## src/rtl/rx_err_pkg.sv

```systemverilog
package rx_err_pkg;
  localparam int NUM_FRAMED = 6;
  localparam int NUM_SRC    = NUM_FRAMED + 1;

  localparam int SRC_VALIDITY = 0;
  localparam int SRC_PARITY   = 1;
  localparam int SRC_BIPHASE  = 2;
  localparam int SRC_CONFID   = 3;
  localparam int SRC_QCRC     = 4;
  localparam int SRC_CSCRC    = 5;
  localparam int SRC_UNLOCK   = 6;

  typedef logic [NUM_SRC-1:0]    src_vec_t;
  typedef logic [NUM_FRAMED-1:0] framed_vec_t;
endpackage

```

## src/rtl/rx_err_capture.sv

```systemverilog
module rx_err_capture
  import rx_err_pkg::*;
#(
  parameter int SYNC_STAGES = 2
) (
  input  logic        clk,
  input  logic        rst,
  input  logic        sf_strobe,
  input  framed_vec_t sf_flags,
  input  logic        pll_unlock,
  output framed_vec_t framed_d,
  output framed_vec_t framed_q,
  output logic        unlock_d,
  output logic        unlock_q
);
  framed_vec_t             framed_r;
  logic [SYNC_STAGES-1:0]  chain_r;
  logic [SYNC_STAGES-1:0]  chain_n;

  assign framed_d = sf_strobe ? sf_flags : framed_r;

  generate
    if (SYNC_STAGES == 1) begin : g_single
      assign chain_n = pll_unlock;
    end else begin : g_multi
      assign chain_n = {chain_r[SYNC_STAGES-2:0], pll_unlock};
    end
  endgenerate

  always_ff @(posedge clk) begin
    if (rst) begin
      framed_r <= '0;
      chain_r  <= '0;
    end else begin
      framed_r <= framed_d;
      chain_r  <= chain_n;
    end
  end

  assign framed_q = framed_r;
  assign unlock_d = chain_n[SYNC_STAGES-1];
  assign unlock_q = chain_r[SYNC_STAGES-1];
endmodule

```

## src/rtl/rx_err_mask.sv

```systemverilog
module rx_err_mask
  import rx_err_pkg::*;
(
  input  logic     clk,
  input  logic     rst,
  input  logic     mask_we,
  input  src_vec_t mask_wdata,
  output src_vec_t mask_d,
  output src_vec_t mask_q
);
  src_vec_t mask_r;

  assign mask_d = mask_we ? mask_wdata : mask_r;

  always_ff @(posedge clk) begin
    if (rst) mask_r <= '0;
    else     mask_r <= mask_d;
  end

  assign mask_q = mask_r;
endmodule

```

## src/rtl/rx_err_combine.sv

```systemverilog
module rx_err_combine
  import rx_err_pkg::*;
(
  input  logic     clk,
  input  logic     rst,
  input  src_vec_t raw_next,
  input  src_vec_t mask_next,
  output logic     err_q
);
  src_vec_t gated;
  logic     err_r;

  generate
    for (genvar i = 0; i < NUM_SRC; i++) begin : g_gate
      assign gated[i] = raw_next[i] & mask_next[i];
    end
  endgenerate

  always_ff @(posedge clk) begin
    if (rst) err_r <= 1'b0;
    else     err_r <= |gated;
  end

  assign err_q = err_r;
endmodule

```

## src/rtl/rx_err_agg.sv

```systemverilog
module rx_err_agg
  import rx_err_pkg::*;
#(
  parameter int SYNC_STAGES = 2
) (
  input  logic                  clk,
  input  logic                  rst,
  input  logic                  sf_strobe,
  input  logic [NUM_FRAMED-1:0] sf_flags,
  input  logic                  pll_unlock,
  input  logic                  mask_we,
  input  logic [NUM_SRC-1:0]    mask_wdata,
  output logic [NUM_SRC-1:0]    raw_status,
  output logic                  rx_err
);
  framed_vec_t framed_d, framed_q;
  logic        unlock_d, unlock_q;
  src_vec_t    mask_d, mask_q;
  src_vec_t    raw_next;

  rx_err_capture #(.SYNC_STAGES(SYNC_STAGES)) u_capture (
    .clk       (clk),
    .rst       (rst),
    .sf_strobe (sf_strobe),
    .sf_flags  (sf_flags),
    .pll_unlock(pll_unlock),
    .framed_d  (framed_d),
    .framed_q  (framed_q),
    .unlock_d  (unlock_d),
    .unlock_q  (unlock_q)
  );

  rx_err_mask u_mask (
    .clk       (clk),
    .rst       (rst),
    .mask_we   (mask_we),
    .mask_wdata(mask_wdata),
    .mask_d    (mask_d),
    .mask_q    (mask_q)
  );

  assign raw_next = {unlock_d, framed_d};

  rx_err_combine u_combine (
    .clk      (clk),
    .rst      (rst),
    .raw_next (raw_next),
    .mask_next(mask_d),
    .err_q    (rx_err)
  );

  assign raw_status = {unlock_q, framed_q};
endmodule

```

## config.mk

```make
export PLATFORM = sky130hd
export DESIGN_NAME = rx_err_agg
export DESIGN_NICKNAME = d
export VERILOG_FILES = /design/src/rtl/rx_err_pkg.sv /design/src/rtl/rx_err_capture.sv /design/src/rtl/rx_err_mask.sv /design/src/rtl/rx_err_combine.sv /design/src/rtl/rx_err_agg.sv
export SDC_FILE = /design/constraint.sdc
export NUM_CORES = 1
export LEC_CHECK = 0
export BUFFER_PORTS_ARGS = -buffer_cell sky130_fd_sc_hd__buf_4
export CAP_MARGIN = 0
export CORE_UTILIZATION = 43
export DETAILED_ROUTE_END_ITERATION = 8
export GPL_TIMING_DRIVEN = 0
export PLACE_DENSITY = 0.8
export SYNTH_ARGS = -nofsm -noshare
export SYNTH_HDL_FRONTEND = slang
export SYNTH_SLANG_ARGS = --single-unit
```

## constraint.sdc

```tcl
create_clock -name clk -period 1.5 [get_ports clk]
set_clock_uncertainty 0.05 [all_clocks]
set_input_delay 0.075 -clock clk [delete_from_list [all_inputs] [get_ports clk]]
set_output_delay 0.075 -clock clk [all_outputs]
set_load 0.01 [all_outputs]
```

==> flow_summary.json, run 1 <==
{
  "status": "completed",
  "drive_above_1_share_pct": 35.7,
  "hp-class": "input port to flop",
  "busiest_layer": "met2",
  "die_w_microns": 38.9,
  "ys_seq_area_share_pct": 54.8,
  "synthMostInstantiatedCell": "dfxtp_1",
  "p_comb_share_pct": 15.5,
  "dp_slack_ns": 0.285,
  "cts-buffers-inserted": 3,
  "slew_headroom_pct": 72.0,
  "grt_pass1_wl_microns": 1970,
  "p_clk_share_pct": 31.6,
  "io_buffers": 23,
  "ctsRootBufferMaster": "clkbuf_4",
  "antenna_found_initial": 0,
  "hold_violations": 0,
  "crit_required_ns": 1.61,
  "p_int_mw": 0.677,
  "async_reset_ff_share_pct": 0,
  "whs_ns": 0.00690,
  "clk_latency_ns": 0.27,
  "drt-initial-drc-count": 7,
  "crit_chain": "mux2i_1 -> o22ai_1 -> o41a_1",
  "cp_max_fo": 2,
  "max-vdd-ir-drop_v": 0.000886,
  "ys_types": 10,
  "die_area_sq_mm": 0.00151,
  "grt_max_degree": 11,
  "max_freq_mhz": 827,
  "yosys-top-cells-count": "dfxtp_1 (16), nor2_1 (15), mux2i_1 (13)",
  "crit_path_start_kind": "flop",
  "slew_violations": 0,
  "drc": 0,
  "vias_per_cell": 4.91,
  "powerDensity_mw_per_mm2": 1050,
  "synth-main-ff-cell": "dfxtp_1",
  "drv_cap": 0,
  "avgSynthCellArea_sq_um": 10.6,
  "grt.overflow.total": 0,
  "power_switching_share_pct": 22.3,
  "grt_use_met3_pct": 3.47,
  "grt_usage_pct": 20.3,
  "cellLeakagePower_nw": 0.414,
  "syn_nets": 73,
  "yosys-top-cells-area": "dfxtp_1 (55%), mux2i_1 (22%), nor2_1 (9.6%)",
  "clockBufferDepth": 2,
  "tightestPinTransition_ns": 0.419,
  "crit_slowest_cell": "o41a_1",
  "dpl-instance-area_sq_um": 774,
  "place_inst": 92,
  "synth_edf_count": 0,
  "antenna_cells": 0,
  "rsz0062_at_grt": "false",
  "firstDrtPassIters": 2,
  "synth_top_cell_by_area": "dfxtp_1",
  "wl_per_cell_microns": 11.8,
  "fill_cells": 96,
  "netlist_area_sq_um": 584,
  "crit_family": "compound AO/OA/AOI/OAI gates",
  "ioPinCount": 26,
  "power.switching_mw": 0.194,
  "tns_ns": 0,
  "grt_pass1_vias": 444,
  "synth_seq_cells": 16,
  "crit_path_end_kind": "flop",
  "final_nets": 103,
  "vias": 481,
  "syn-instance-count": 55,
  "setup_slack_ns": 0.291,
  "clkSinkCount": 16,
  "routabilityCongestion": 0.743,
  "post-route-cell-area_sq_um": 831,
  "placement_rows": 12,
  "power_frac_seq_pct": 52.9,
  "cp.arrival_ns": 1.32,
  "die_h_microns": 38.9,
  "min_period_over_period_pct": 80.6,
  "start_util_pct": 49.3,
  "antenna_left": 0,
  "cts_tree": "yes",
  "area_growth_pct": 42.2,
  "worstSetupPathType": "flop to flop",
  "met1_usage_pct": 25.0,
  "final_cells": 98,
  "coreArea_sq_mm": 0.00119,
  "crit_buf_inv": 0,
  "h-tree-depth": 1,
  "synth_top_area_share_pct": 54.8,
  "finalSetupViolations": 0,
  "clkTransAtPathRegs_ns": 0.09,
  "cp_slowest_stage_delay_ns": 0.42,
  "grtUsageMet2_pct": 33.3,
  "ys_warn_count": 0,
  "post-route-min-period_ns": 1.21,
  "finalWirelength_microns": 1160
}
==> layout by cell type (no fill, tap or decap) <==
master         netlist  final
o41a_1               1      1
clkbuf_4             0      3
nor2b_1              1      1
buf_4                1     24
o22ai_1              3      3
mux2i_1             13     13
dfxtp_1             16     16
inv_1                2      2
nor2_1              15     15
dlygate4sd3_1        0      2
buf_6                2      2
clkbuf_1             1      1
clkbuf_8             0      1
==> repair_timing <==
item | CTS | global route
resized for setup | 0 | 0
setup buffers | 0 | 0
endpoints found under the hold margin | 5 | 0
hold buffers | 2 | 0
==> path summary, 6_finish.rpt <==
| path | from | slack (ns) | depth (start not counted) | end |
|---|---|---|---|---|
| setup reg to reg | u_capture.framed_q[1]$_SDFF_PP0_ | 0.29 | 3 | u_combine.err_q$_SDFF_PP0_ |
| hold reg to reg | u_capture.chain_r[0]$_SDFF_PP0_ | 0.43 | 2 | u_capture.chain_r[1]$_SDFF_PP0_ |
| hold / removal | mask_wdata[0] | 0.007 | 3 | u_mask.mask_q[0]$_SDFF_PP0_ |
| setup / recovery | u_capture.framed_q[1]$_SDFF_PP0_ | 0.29 | 3 | u_combine.err_q$_SDFF_PP0_ |
==> kinds of logic (layout without fill, tap and decap cells) <==
group | Yosys count | count (layout) | synth area share (%)
simple gates | 16 | 16 | 10.7
mux | 13 | 13 | 22.3
compound gates | 4 | 4 | 5.14
flops | 16 | 16 | 54.8
buf+inv | 6 | 35 | 7.07
==> metal layers <==
layer | vias to the layer above | routed length (microns)
met4 | 0 | 23
li1 | 242 | -
met5 | - | 0
met3 | 2 | 55
met1 | 222 | 480
met2 | 15 | 598
==> state kept, by name, summed over array words and instances, names as in the netlist <==
| register | cells |
|---|---|
| u_capture.chain_r | 2 |
| u_capture.framed_q | 6 |
| u_mask.mask_q | 7 |
| u_combine.err_q | 1 |
==> through the flow <==
stage               util [%]  power [mW]
global route            70.0       0.914
global placement        65.3       0.598
detailed placement      65.3       0.602
finish                  70.0       0.870
CTS                     70.0       0.872
floorplan                  -       0.537
==> cell type report <==
type | instances | area [sq um] | share of cell area [%]
Buffer | 4 | 33.8 | 4.07
Clock buffer | 4 | 36.3 | 4.37
Inverter | 2 | 7.51 | 0.904
Multi-Input combinational cell | 33 | 223 | 26.8
Sequential cell | 16 | 320 | 38.6
Tap cell | 14 | 17.5 | 2.11
Timing Repair Buffer | 25 | 193 | 23.2
==> worst reg2reg max path, cell delays in order, from the launching register on <==
cell,delay [ns]
dfxtp_1,0.32
mux2i_1,0.19
o22ai_1,0.13
o41a_1,0.42
==> power by group through the flow <==
stage | sequential, mW | combinational [mW] | clock (mW)
floorplan | 0.475 | 0.0620 | 0
global placement | 0.469 | 0.129 | 0
detailed placement | 0.470 | 0.132 | 0
CTS | 0.460 | 0.136 | 0.275
global route | 0.463 | 0.152 | 0.299
finish | 0.460 | 0.135 | 0.275
(Power assumes the default switching activity.)
==> inputs of run 2 (changes only) <==
CORE_UTILIZATION = 39   (was 43)
PLACE_DENSITY = 0.77   (was 0.8)
clock period = 1.1 ns   (was 1.5 ns; I/O delays follow)
==> run 2 against run 1 <==
  * The run now ends with hold timing, setup timing left
  * Wire length is 7.9% higher
  * Non-clock buffer count rose by 5
  * Clock power increased by 5%
  * Register-to-register slack got worse by 0.37 ns
  * Sequential share of layout area shrank 1.1 points
==> flow_summary.json, run 2 (synthesis gave the netlist of run 1 again) <==
{
  "dp_hpwl_microns": 911,
  "r2r_slack_ns": -0.08,
  "antenna_left": 0,
  "rsz0062_at_grt": "true",
  "die_w_microns": 40.7,
  "cp_slowest_stage_delay_ns": 0.41,
  "hp-class": "input port to flop",
  "worstHoldStart": "sf_flags[4]",
  "max_freq_mhz": 847,
  "cts_tree": "yes",
  "tns_ns": -0.0804,
  "dpl-instance-area_sq_um": 778,
  "ctsRootBufferMaster": "clkbuf_4",
  "die_h_microns": 40.7,
  "finalSetupViolations": 1,
  "min_path_cells": 3,
  "ioPinCount": 26,
  "p_total_mw": 1.12,
  "grt_pass1_vias": 480,
  "tightestPinTransition_ns": 0.424,
  "post-route-cell-area_sq_um": 866,
  "powerDensity_mw_per_mm2": 1300,
  "final_nets": 108,
  "start_util_pct": 43.3,
  "crit_slowest_cell": "o41a_1",
  "hold_end": "u_capture.framed_q[4]$_SDFF_PP0_",
  "min_period_over_period_pct": 107,
  "max-vdd-ir-drop_v": 0.000631,
  "violations": "hold timing, setup timing",
  "crit_buf_inv": 0,
  "cts-buffers-inserted": 3,
  "grt_pass1_wl_microns": 1900,
  "io_buffers": 23,
  "post-route-min-period_ns": 1.18,
  "finalWirelength_microns": 1250,
  "wl_per_cell_microns": 12.1,
  "clk_latency_ns": 0.27,
  "antenna_found_initial": 0,
  "crit_family": "compound AO/OA/AOI/OAI gates",
  "cp_max_fo": 2,
  "hold_violations": 3,
  "holdBufCountCts": 3,
  "drv_cap": 0,
  "status": "finished with violations",
  "ff2ff_path_depth": 3,
  "antenna_cells": 0,
  "crit_path_start_kind": "flop",
  "most-common-layout-cells": "buf_4 (28), nor2_1 (15), dfxtp_1 (13)",
  "slew_violations": 0,
  "h-tree-depth": 1,
  "setup_slack_ns": -0.0804,
  "grt.overflow.total": 0,
  "dp_slack_ns": -0.0695,
  "die_area_sq_mm": 0.00166,
  "clkTransAtPathRegs_ns": 0.08,
  "whs_ns": -0.0180,
  "clkSinkCount": 16,
  "drc": 0,
  "vias_per_cell": 4.74,
  "final_common_cell": "buf_4",
  "coreArea_sq_mm": 0.00135,
  "crit_required_ns": 1.22,
  "grt_max_degree": 11,
  "drive_above_1_share_pct": 42.0,
  "crit_path_end_kind": "flop",
  "clockBufferDepth": 2,
  "drt-initial-drc-count": 6,
  "slew_headroom_pct": 71.7,
  "area_growth_pct": 48.2,
  "placement_rows": 13,
  "vias": 488,
  "worstSetupPathType": "flop to flop",
  "crit_chain": "mux2i_2 -> o22ai_1 -> o41a_1",
  "firstDrtPassIters": 3,
  "cp.arrival_ns": 1.30,
  "grt_usage_pct": 17.9,
  "r2r_end": "u_combine.err_q$_SDFF_PP0_",
  "routabilityCongestion": 0.684,
  "largest_reg_flops": 7,
  "cellLeakagePower_nw": 0.428,
  "worstReg2RegStart": "u_capture.framed_q[4]$_SDFF_PP0_"
}
==> run 2: worst reg2reg max path, cell delays in order, from the launching register on <==
cell and delay [ns]:
dfxtp_2 0.33, mux2i_2 0.18, o22ai_1 0.10, o41a_1 0.41
==> run 2: worst max-delay path by stage <==
stage	start	endpoint	cells after the start
after global placement	u_capture.framed_q[4]$_SDFF_PP0_	u_combine.err_q$_SDFF_PP0_	3
after detailed placement	u_capture.framed_q[4]$_SDFF_PP0_	u_combine.err_q$_SDFF_PP0_	3
after global routing	u_capture.framed_q[4]$_SDFF_PP0_	u_combine.err_q$_SDFF_PP0_	3
after CTS	u_capture.framed_q[5]$_SDFF_PP0_	u_combine.err_q$_SDFF_PP0_	3
after floorplan	u_capture.framed_q[1]$_SDFF_PP0_	u_combine.err_q$_SDFF_PP0_	3
final	u_capture.framed_q[4]$_SDFF_PP0_	u_combine.err_q$_SDFF_PP0_	3
==> run 2: per-stage QoR <==
stage	instances	utilization [%]	hold WS, ns
final	103	64.1	-0.0180
after global routing	103	64.1	-0.00716
after CTS	101	62.7	-0.0143
after detailed placement	93	57.6	0.225
after global placement	93	57.6	0.226
after floorplan	55	-	0.0766
==> run 2: layout make-up <==
| cell class | count | area, sq um |
|---|---|---|
| flip-flops and latches | 16 | 324 |
| multi-input cells | 33 | 226 |
| well taps | 15 | 18.8 |
| inverters | 2 | 7.51 |
| fillers | 133 | 484 |
| repair buffers | 30 | 233 |
| clock buffers | 3 | 22.5 |
| plain buffers | 4 | 33.8 |
==> run 2: metal layers <==
layer	vias up	GRT usage [%]	wire, microns
li1	250	-	-
met1	218	19.1	549
met2	18	32.5	618
met3	2	4.89	65
met4	0	7.50	17
met5	-	0	0
==> run 2: report_power, final <==
part | internal [mW] | switching [mW] | leakage, nW | total [mW]
clock network | 0.127 | 0.162 | 0.0138 | 0.288
logic | 0.124 | 0.0825 | 0.281 | 0.207
registers | 0.616 | 0.0129 | 0.133 | 0.629
total | 0.867 | 0.257 | 0.428 | 1.12
==> run 2: what timing repair did <==
| action | in CTS | in global routing |
|---|---|---|
| pin swaps | 3 | 3 |
| endpoints found under the hold margin | 10 | 2 |
| gates resized for setup | 0 | 2 |
| buffers inserted | 2 | 2 |
| endpoints found under the setup margin | 1 | 1 |
==> inputs of run 3 (changes only) <==
RECOVER_POWER = 25   (was default)
==> run 3 against run 2 <==
  * The run still ends with hold timing, setup timing left
  * Wire length rose by 0.32%
  * Sequential share of layout area rose by 0.072 points
  * Combinational power barely moved
  * Critical path depth did not move
  * Worst hold slack barely moved
  * Maximum frequency did not move
  * Count of clock-buffer cells in the layout did not move
  * Largest cell class unchanged
==> flow_summary.json, run 3 (synthesis gave the netlist of run 1 again) <==
{
  "crit_path_start_kind": "flop",
  "violations": "hold timing, setup timing",
  "powerDensity_mw_per_mm2": 1300,
  "dp_hpwl_microns": 911,
  "grt_max_degree": 11,
  "finalSetupViolations": 1,
  "grt.overflow.total": 0,
  "cts-buffers-inserted": 3,
  "cp.arrival_ns": 1.30,
  "wl_per_cell_microns": 12.2,
  "cts_tree": "yes",
  "grt_usage_pct": 17.9,
  "ctsRootBufferMaster": "clkbuf_4",
  "finalWirelength_microns": 1250,
  "post-route-cell-area_sq_um": 861,
  "wl_met1_microns": 553,
  "wl_met3_microns": 65,
  "vias": 489,
  "clkSinkCount": 16,
  "crit_path_end_kind": "flop",
  "routabilityCongestion": 0.684,
  "h-tree-depth": 1,
  "final_nets": 108,
  "slew_violations": 0,
  "grt_pass1_wl_microns": 1900,
  "hold_violations": 3,
  "max_freq_mhz": 847,
  "firstDrtPassIters": 3,
  "grt_pass1_vias": 480,
  "tightestPinTransition_ns": 0.426,
  "highest_layer": "met4",
  "min_period_over_period_pct": 107,
  "setup_slack_ns": -0.0804,
  "dpl-instance-area_sq_um": 778,
  "die_h_microns": 40.7,
  "fin_util_pct": 63.8,
  "drv_cap": 0,
  "clockBufferDepth": 2,
  "area_growth_pct": 47.3,
  "cellLeakagePower_nw": 0.424,
  "placement_rows": 13,
  "slew_headroom_pct": 71.6,
  "p_total_mw": 1.12,
  "post-route-min-period_ns": 1.18,
  "wl_met2_microns": 618,
  "antenna_found_initial": 0,
  "max-vdd-ir-drop_v": 0.000624,
  "status": "finished with violations",
  "tns_ns": -0.0804,
  "final_common_cell": "buf_4",
  "antenna_left": 0,
  "most-common-layout-cells": "buf_4 (27), nor2_1 (15), dfxtp_1 (14)",
  "hp-class": "input port to flop",
  "coreArea_sq_mm": 0.00135,
  "crit_required_ns": 1.22,
  "die_w_microns": 40.7,
  "io_buffers": 23,
  "vias_per_cell": 4.75,
  "largest_reg_flops": 7,
  "clkTransAtPathRegs_ns": 0.08,
  "start_util_pct": 43.3,
  "ioPinCount": 26,
  "rsz0062_at_grt": "true",
  "holdBufCountCts": 3,
  "die_area_sq_mm": 0.00166,
  "antenna_cells": 0,
  "drive_above_1_share_pct": 39.8,
  "cp_max_fo": 2,
  "whs_ns": -0.0181,
  "drt-initial-drc-count": 6,
  "drc": 0,
  "clk_latency_ns": 0.27,
  "worstSetupPathType": "flop to flop"
}
run 3: worst max-delay path, cell delays in order (launching register included):
cell and delay (ns):
dfxtp_2 0.33, mux2i_2 0.18, o22ai_1 0.10, o41a_1 0.41
run 3: cell type report:
type | instances | area (sq um)
multi-input cells | 33 | 226
repair buffers | 30 | 229
plain buffers | 4 | 33.8
clock buffers | 3 | 22.5
well taps | 15 | 18.8
flip-flops and latches | 16 | 323
fillers | 134 | 489
inverters | 2 | 7.51
run 3: worst paths after layout:
kind                                                       start                                to  slack, ns  cells after the start
worst max-delay path            u_capture.framed_q[4]$_SDFF_PP0_        u_combine.err_q$_SDFF_PP0_      -0.08                      3
worst min-delay path                                 sf_flags[4]  u_capture.framed_q[4]$_SDFF_PP0_      -0.02                      3
worst max register to register  u_capture.framed_q[4]$_SDFF_PP0_        u_combine.err_q$_SDFF_PP0_      -0.08                      3
worst min register to register   u_capture.chain_r[0]$_SDFF_PP0_   u_capture.chain_r[1]$_SDFF_PP0_       0.39                      2
run 3: power breakdown:
group | internal (mW) | switching (mW) | total (mW)
combinational | 0.123 | 0.0824 | 0.205
clock | 0.127 | 0.162 | 0.288
sequential | 0.616 | 0.0129 | 0.629
run 3: layer usage:
metal / vias up / global-route usage [%]
li1: 251 / -
met1: 218 / 19.1
met4: 0 / 7.50
met3: 2 / 4.89
met2: 18 / 32.5
met5: - / 0
run 3: stage by stage:
step,instances,setup slack (ns)
floorplan,55,-0.0380
global placement,93,-0.0670
detailed placement,93,-0.0695
CTS,101,-0.0744
global route,103,-0.136
finish,103,-0.0804
run 3: repair_timing:
| item | 4_1_cts | 5_1_grt |
|---|---|---|
| cloned | 0 | 0 |
| endpoints found under the setup margin | 1 | 1 |
| resized for setup | 0 | 2 |
| pin swaps | 3 | 3 |
| endpoints found under the hold margin | 10 | 2 |
| setup buffers | 2 | 2 |
